`config.mk`:
```
export PLATFORM = sky130hd
export DESIGN_NAME = ptw_walker
export DESIGN_NICKNAME = d
export VERILOG_FILES = /design/src/rtl/ptw_pkg.sv /design/src/rtl/ptw_addr_gen.sv /design/src/rtl/ptw_entry_check.sv /design/src/rtl/ptw_walker.sv
export SDC_FILE = /design/constraint.sdc
export NUM_CORES = 1
export LEC_CHECK = 0
export CAP_MARGIN = 20
export CORE_UTILIZATION = 51
export DETAILED_ROUTE_END_ITERATION = 7
export GPL_TIMING_DRIVEN = 0
export HOLD_SLACK_MARGIN = 0.1
export MAX_ROUTING_LAYER = met4
export PLACE_DENSITY = 0.94
export SYNTH_ARGS = -nofsm -noshare
export SYNTH_HDL_FRONTEND = slang
export SYNTH_HIERARCHICAL = 1
export SYNTH_SLANG_ARGS = --single-unit
```
`constraint.sdc`:
```
create_clock -name clk -period 4.6 [get_ports clk]
set_input_delay 1.15 -clock clk [delete_from_list [all_inputs] [get_ports clk]]
set_output_delay 1.15 -clock clk [all_outputs]
set_load 0.005 [all_outputs]
```
`src/rtl/ptw_pkg.sv`:
```
package ptw_pkg;

    typedef enum logic [2:0] {
        IDLE    = 3'd0,
        L1_REQ  = 3'd1,
        L1_WAIT = 3'd2,
        L2_REQ  = 3'd3,
        L2_WAIT = 3'd4,
        DONE    = 3'd5
    } walk_state_e;

    typedef enum logic [2:0] {
        FLT_NONE       = 3'd0,
        FLT_L1_INVALID = 3'd1,
        FLT_L1_ABSENT  = 3'd2,
        FLT_L2_INVALID = 3'd3,
        FLT_L2_ABSENT  = 3'd4,
        FLT_WRITE_RO   = 3'd5,
        FLT_FETCH_XD   = 3'd6
    } walk_fault_e;

    localparam logic [1:0] KIND_LOAD  = 2'b00;
    localparam logic [1:0] KIND_STORE = 2'b01;
    localparam logic [1:0] KIND_FETCH = 2'b10;

    // entry attribute bit positions
    localparam int unsigned ENT_VALID = 0;
    localparam int unsigned ENT_RESID = 1;
    localparam int unsigned ENT_RO    = 2;
    localparam int unsigned ENT_XD    = 3;
    localparam int unsigned ENT_CACHE = 4;
    localparam int unsigned ENT_ATTR_W = 5;

endpackage

```
`src/rtl/ptw_addr_gen.sv`:
```
module ptw_addr_gen #(
    parameter int unsigned PA_W  = 32,
    parameter int unsigned IDX_W = 10,
    parameter int unsigned OFF_W = 12
) (
    input  logic [PA_W-1:0]       root_i,
    input  logic [IDX_W-1:0]      top_idx_i,
    input  logic [PA_W-OFF_W-1:0] leaf_base_i,
    input  logic [IDX_W-1:0]      leaf_idx_i,
    output logic [PA_W-1:0]       top_addr_o,
    output logic [PA_W-1:0]       leaf_addr_o
);
    localparam int unsigned PAD_W = PA_W - IDX_W - 2;

    logic [PA_W-1:0] top_ofs;
    logic [PA_W-1:0] leaf_ofs;
    logic [PA_W-1:0] leaf_table;

    always_comb begin
        top_ofs     = {{PAD_W{1'b0}}, top_idx_i, 2'b00};
        leaf_ofs    = {{PAD_W{1'b0}}, leaf_idx_i, 2'b00};
        leaf_table  = {leaf_base_i, {OFF_W{1'b0}}};
        top_addr_o  = root_i + top_ofs;
        leaf_addr_o = leaf_table + leaf_ofs;
    end
endmodule

```
`src/rtl/ptw_entry_check.sv`:
```
module ptw_entry_check
    import ptw_pkg::*;
#(
    parameter bit IS_LEAF = 1'b0
) (
    input  logic [ENT_ATTR_W-1:0] attr_i,
    input  logic [1:0]            kind_i,
    output walk_fault_e           fault_o
);
    walk_fault_e code_invalid;
    walk_fault_e code_absent;

    generate
        if (IS_LEAF) begin : g_leaf_codes
            assign code_invalid = FLT_L2_INVALID;
            assign code_absent  = FLT_L2_ABSENT;
        end else begin : g_top_codes
            assign code_invalid = FLT_L1_INVALID;
            assign code_absent  = FLT_L1_ABSENT;
        end
    endgenerate

    always_comb begin
        fault_o = FLT_NONE;
        if (!attr_i[ENT_VALID]) begin
            fault_o = code_invalid;
        end else if (!attr_i[ENT_RESID]) begin
            fault_o = code_absent;
        end else if (IS_LEAF && kind_i == KIND_STORE && attr_i[ENT_RO]) begin
            fault_o = FLT_WRITE_RO;
        end else if (IS_LEAF && kind_i == KIND_FETCH && attr_i[ENT_XD]) begin
            fault_o = FLT_FETCH_XD;
        end
    end
endmodule

```
`src/rtl/ptw_walker.sv`:
```
module ptw_walker
    import ptw_pkg::*;
#(
    parameter int unsigned VA_W  = 32,
    parameter int unsigned PA_W  = 32,
    parameter int unsigned IDX_W = 10,
    parameter int unsigned OFF_W = 12
) (
    input  logic             clk,
    input  logic             rst_n,
    input  logic [PA_W-1:0]  root_i,
    input  logic             req_valid_i,
    output logic             req_ready_o,
    input  logic [VA_W-1:0]  req_vaddr_i,
    input  logic [1:0]       req_kind_i,
    output logic             mem_req_o,
    output logic [PA_W-1:0]  mem_addr_o,
    input  logic             mem_gnt_i,
    input  logic             mem_rvalid_i,
    input  logic [31:0]      mem_rdata_i,
    output logic             rsp_valid_o,
    output logic [PA_W-1:0]  rsp_paddr_o,
    output logic             rsp_ro_o,
    output logic             rsp_xd_o,
    output logic             rsp_cache_o,
    output logic [2:0]       rsp_fault_o
);
    localparam int unsigned PPN_W   = PA_W - OFF_W;
    localparam int unsigned N_LEVEL = 2;

    walk_state_e state_q, state_d;

    logic [VA_W-1:0]   vaddr_q;
    logic [1:0]        kind_q;
    logic [PA_W-1:0]   root_q;
    logic [PPN_W-1:0]  base_q;
    logic [PA_W-1:0]   paddr_q;
    logic              ro_q, xd_q, cache_q;
    walk_fault_e       fault_q;

    logic [PA_W-1:0]   top_addr, leaf_addr;
    walk_fault_e       lvl_fault [N_LEVEL];
    logic              accept;
    logic [PPN_W-1:0]  ent_ppn;
    logic [ENT_ATTR_W-1:0] ent_attr;
    logic              unused_ent_bits;

    assign accept   = (state_q == IDLE) && req_valid_i;
    assign ent_ppn  = mem_rdata_i[31 -: PPN_W];
    assign ent_attr = mem_rdata_i[ENT_ATTR_W-1:0];
    assign unused_ent_bits = ^mem_rdata_i[OFF_W-1:ENT_ATTR_W];

    ptw_addr_gen #(
        .PA_W  (PA_W),
        .IDX_W (IDX_W),
        .OFF_W (OFF_W)
    ) u_addr (
        .root_i      (root_q),
        .top_idx_i   (vaddr_q[VA_W-1 -: IDX_W]),
        .leaf_base_i (base_q),
        .leaf_idx_i  (vaddr_q[OFF_W +: IDX_W]),
        .top_addr_o  (top_addr),
        .leaf_addr_o (leaf_addr)
    );

    generate
        for (genvar lv = 0; lv < N_LEVEL; lv++) begin : g_level
            ptw_entry_check #(
                .IS_LEAF (lv == N_LEVEL - 1)
            ) u_chk (
                .attr_i  (ent_attr),
                .kind_i  (kind_q),
                .fault_o (lvl_fault[lv])
            );
        end
    endgenerate

    // state register
    always_ff @(posedge clk) begin
        if (!rst_n) begin
            state_q <= IDLE;
        end else begin
            state_q <= state_d;
        end
    end

    // next state
    always_comb begin
        state_d = state_q;
        unique case (state_q)
            IDLE:    if (req_valid_i) state_d = L1_REQ;
            L1_REQ:  if (mem_gnt_i) state_d = L1_WAIT;
            L1_WAIT: if (mem_rvalid_i) begin
                         state_d = (lvl_fault[0] != FLT_NONE) ? DONE : L2_REQ;
                     end
            L2_REQ:  if (mem_gnt_i) state_d = L2_WAIT;
            L2_WAIT: if (mem_rvalid_i) state_d = DONE;
            DONE:    state_d = IDLE;
            default: state_d = IDLE;
        endcase
    end

    // outputs
    always_comb begin
        req_ready_o = 1'b0;
        mem_req_o   = 1'b0;
        mem_addr_o  = '0;
        rsp_valid_o = 1'b0;
        unique case (state_q)
            IDLE:    req_ready_o = 1'b1;
            L1_REQ:  begin mem_req_o = 1'b1; mem_addr_o = top_addr;  end
            L2_REQ:  begin mem_req_o = 1'b1; mem_addr_o = leaf_addr; end
            DONE:    rsp_valid_o = 1'b1;
            default: ;
        endcase
        rsp_paddr_o = paddr_q;
        rsp_ro_o    = ro_q;
        rsp_xd_o    = xd_q;
        rsp_cache_o = cache_q;
        rsp_fault_o = fault_q;
    end

    // walk datapath
    always_ff @(posedge clk) begin
        if (!rst_n) begin
            vaddr_q <= '0;
            kind_q  <= KIND_LOAD;
            root_q  <= '0;
            base_q  <= '0;
            paddr_q <= '0;
            ro_q    <= 1'b0;
            xd_q    <= 1'b0;
            cache_q <= 1'b0;
            fault_q <= FLT_NONE;
        end else begin
            if (accept) begin
                vaddr_q <= req_vaddr_i;
                kind_q  <= req_kind_i;
                root_q  <= root_i;
            end
            if (state_q == L1_WAIT && mem_rvalid_i) begin
                base_q <= ent_ppn;
                if (lvl_fault[0] != FLT_NONE) begin
                    fault_q <= lvl_fault[0];
                    paddr_q <= '0;
                    ro_q    <= 1'b0;
                    xd_q    <= 1'b0;
                    cache_q <= 1'b0;
                end
            end
            if (state_q == L2_WAIT && mem_rvalid_i) begin
                fault_q <= lvl_fault[N_LEVEL-1];
                if (lvl_fault[N_LEVEL-1] != FLT_NONE) begin
                    paddr_q <= '0;
                    ro_q    <= 1'b0;
                    xd_q    <= 1'b0;
                    cache_q <= 1'b0;
                end else begin
                    paddr_q <= {ent_ppn, vaddr_q[OFF_W-1:0]};
                    ro_q    <= ent_attr[ENT_RO];
                    xd_q    <= ent_attr[ENT_XD];
                    cache_q <= ent_attr[ENT_CACHE];
                end
            end
        end
    end
endmodule

```
==> qor.csv <==
stage,metric,value,unit
placement,worst setup timing slack at the placement stage,0.475,ns
clock_network,worst-case clock buffer depth,2,
timing,period utilisation layout,0.976,
finish,count of antenna diodes in the layout,0,
timing,Period minus WS final,4.49,ns
global_route,via count of the first global-routing pass,5769,
critical_path,highest net fanout along the worst path,10,
clock_network,register clock-pin slew on the reported worst setup and hold paths,0.06,ns
routing,Antenna Nets Post-Route,0,
synth,fraction of synthesis flops using an asynchronous set or reset pin,0,
routing,total DRC errors in the routed layout,0,
global_route,met3 Resource Use GR,0.0494,
finish,net count reported at finish,1038,
finish,multi-input combinational cell area,3220,sq um
synth,register area share after synthesis,0.402,
min_path,Hold Crit Class,register to register,
synth,commonest register cell after synthesis,dfxtp_1,
synth,count of flip-flops with a built-in enable after synthesis,0,
power_and_ir_drop,sequential cell fraction of total power,0.387,
timing,TNS Setup,0,ns
finish,ratio of cells with drive above 1 in the final layout,0.116,
timing,Relative slew margins,0.560,
critical_path,startpoint class of the critical path,register,
timing,pin slew with the least headroom to its limit,0.655,ns
timing,endpoints failing setup,0,
synth,Yosys cell types,55,
clock_network,number of H-tree branching levels,4,
timing,Max Fclk,223,MHz
clock_network,clock latency on the worst-skew pair,0.41,ns
finish,area of all sequential standard cells,2540,sq um
power_and_ir_drop,static leakage power,3.46,nW
power_and_ir_drop,switching power,0.780,mW
global_route,global-route track usage on met2,0.503,
power_and_ir_drop,internal power component,2.29,mW
finish,number of fill cells,829,
clock_network,# hold bufs at CTS,0,
synth,gate count after technology mapping,736,
timing,worst-case setup margin in the final layout,0.110,ns
finish,layout overhead on the synthesized area,40.5,%
routing,number of search-and-repair iterations in the first detailed-routing pass,5,
clock_network,number of sinks on the clock net,127,
power_and_ir_drop,switching portion of total power,0.254,
critical_path,class of the most critical setup path,register to output pin,
power_and_ir_drop,Clock power frac,0.468,
floorplan,number of top-level pins,176,
timing,setup repair after global routing missed its margin,false,
routing,detailed-route wire length,17.8,mm
critical_path,kind of end point of the critical path,output pin,
floorplan,area of the core region,12100,sq um
floorplan,effective utilization at floorplan,0.525,
placement,gpl congestion,0.849,
placement,Port Buffer Count,168,
power_and_ir_drop,Worst VDD drop,0.000245,V
global_route,global-route wire length before repair,28.2,mm
global_route,met1 track demand over resource,0.343,
timing,Setup Skew,0.00725,ns
clock_network,# Post-CTS Setup Buffers,0,
power_and_ir_drop,power density over the cells,345,nW/um^2
clock_network,Root Buffer Master,clkbuf_16,
power_and_ir_drop,share of power burned in combinational logic,0.144,
global_route,antenna violations before repair,0,
synth,"flops & latches, synth",127,
global_route,remaining global-route overflow,0,
flow_run,number of maximum-capacitance violations,0,
floorplan,Std-Cell Rows,40,
run_status,outcome,completed,
clock_network,clock buffer count from CTS,17,
global_route,total global-route track usage,0.293,
routing,overall via count from detail_route,5818,
floorplan,Vert. Die Dim,113,um
timing,final hold violation count,0,
clock_network,clock tree from TritonCTS,built,
synth,warnings from Yosys,6,
global_route,largest net degree at the start of global routing,17,
critical_path,data required time at the worst endpoint,3.45,ns
critical_path,CP arrival,3.34,ns
global_route,layer with the highest usage,met2,
floorplan,area of the die,12900,sq um
routing,drt wl/cell,16.1,um
timing,Final Max Slew Viols,0,
placement,Detailed Place HPWL,12.8,mm
routing,detailed-route vias per instance,5.27,
routing,drt first-iter violations,317,
floorplan,die outline width,113,um
synth,"Avg Cell Area, Syn",8.60,sq um
synth,total standard cell area after synthesis,6330,sq um
-- metal layers --
metal  part of all wire  wire length (um)  up-vias
met3              0.057              1020       37
li1                   -                 -     2835
met1               0.42              7470     2731
met4              0.021               376        0
met2               0.50              8940      215
met5                  0                 0        -
-- registers in the layout, summed over array words and instances, names as in the netlist --
register	cells
rsp_fault_o	3
rsp_cache_o	1
kind_q	2
root_q	32
rsp_paddr_o	32
state_q	3
vaddr_q	32
rsp_ro_o	1
base_q	20
rsp_xd_o	1
-- final cells by class --
class | count | area share
multi-input cells | 512 | 0.362
flip-flops and latches | 127 | 0.286
repair buffers | 168 | 0.190
plain buffers | 88 | 0.0629
clock buffers | 17 | 0.0478
well taps | 168 | 0.0236
clock inverters | 15 | 0.0234
inverters | 10 | 0.00422
-- synth_stat cells (5+ instances only) --
| master | number | area share |
|---|---|---|
| buf_2 | 15 | 0.012 |
| a21oi_1 | 9 | 0.0071 |
| mux2i_1 | 33 | 0.052 |
| nor2_1 | 42 | 0.025 |
| o21ai_0 | 12 | 0.0095 |
| ha_1 | 10 | 0.020 |
| a21boi_1 | 16 | 0.019 |
| a22o_1 | 35 | 0.048 |
| xor2_1 | 11 | 0.015 |
| inv_1 | 10 | 0.0059 |
| a21boi_0 | 70 | 0.083 |
| buf_6 | 10 | 0.018 |
| clkbuf_1 | 27 | 0.016 |
| nand2_1 | 186 | 0.11 |
| a31oi_1 | 5 | 0.0049 |
| buf_4 | 36 | 0.043 |
| nor3_1 | 7 | 0.0055 |
| dfxtp_1 | 127 | 0.40 |
| xnor2_1 | 16 | 0.022 |
| nand4_1 | 7 | 0.0069 |
| nand3_1 | 5 | 0.0040 |
-- power by group through the flow --
stage	registers [mW]	clock network (mW)	logic, mW
after global placement	1.21	0	0.423
after CTS	1.19	1.44	0.440
after floorplan	1.20	0	0.246
final	1.19	1.44	0.443
after global routing	1.19	1.50	0.482
after detailed placement	1.21	0	0.432
-- cells in the final DEF (no fill, tap or decap), types with 11 or more instances in the layout --
cell type	n
a21boi_0	70
a21boi_1	16
a22o_1	35
buf_2	15
buf_4	36
clkbuf_1	27
clkbuf_16	17
clkdlybuf4s50_1	165
dfxtp_1	127
mux2i_1	33
nand2_1	186
nor2_1	42
o21ai_0	12
xnor2_1	14
xor2_1	11
-- worst max-delay path, stage by stage, from the launching register on --
cell and delay, ns:
dfxtp_1 0.32, ha_1 0.38, a21o_1 0.22, a31oi_1 0.23
a21oi_2 0.12, o31ai_4 0.52, nor3_1 0.15, xnor2_1 0.19
mux2i_1 0.09, nor2_1 0.17, clkdlybuf4s50_1 0.53
-- metrics by stage --
step                std cells  power (mW)  cell area (sq um)   util  hold slack (ns)
floorplan                 737        1.45               6330      -            0.435
global placement         1073        1.63               8230  0.682            0.445
detailed placement       1073        1.64               8230  0.682            0.447
CTS                      1105        3.07               8860  0.735            0.455
global route             1105        3.18               8890  0.737            0.482
finish                   1105        3.07               8890  0.737            0.452
-- timing repair --
item                                    CTS  global route
pin swaps                                 1             5
cloned                                    0             0
endpoints found under the setup margin    1             5
resized for setup                         1             7
-- final timing paths --
check             start  depth (start not counted)         endpoint  slack (ns)
min reg2reg   root_q[0]                          2        root_q[0]        0.45
min           root_q[0]                          2        root_q[0]        0.45
max           root_q[6]                         10   mem_addr_o[27]        0.11
max reg2reg  state_q[1]                          7  rsp_paddr_o[19]        2.76
-- logic make-up after synthesis --
group                    Yosys count  synth area share
adder cells (fa/ha/maj)           11            0.0229
flip-flops                       127             0.402
other                              2           0.00119
XOR/XNOR                          27            0.0374
multiplexers                      33            0.0522
AND/OR/NAND/NOR                  274             0.194
AO/OA/AOI/OAI                    164             0.196
buffers and inverters             98            0.0943
Power figures use the tool's default switching activity.
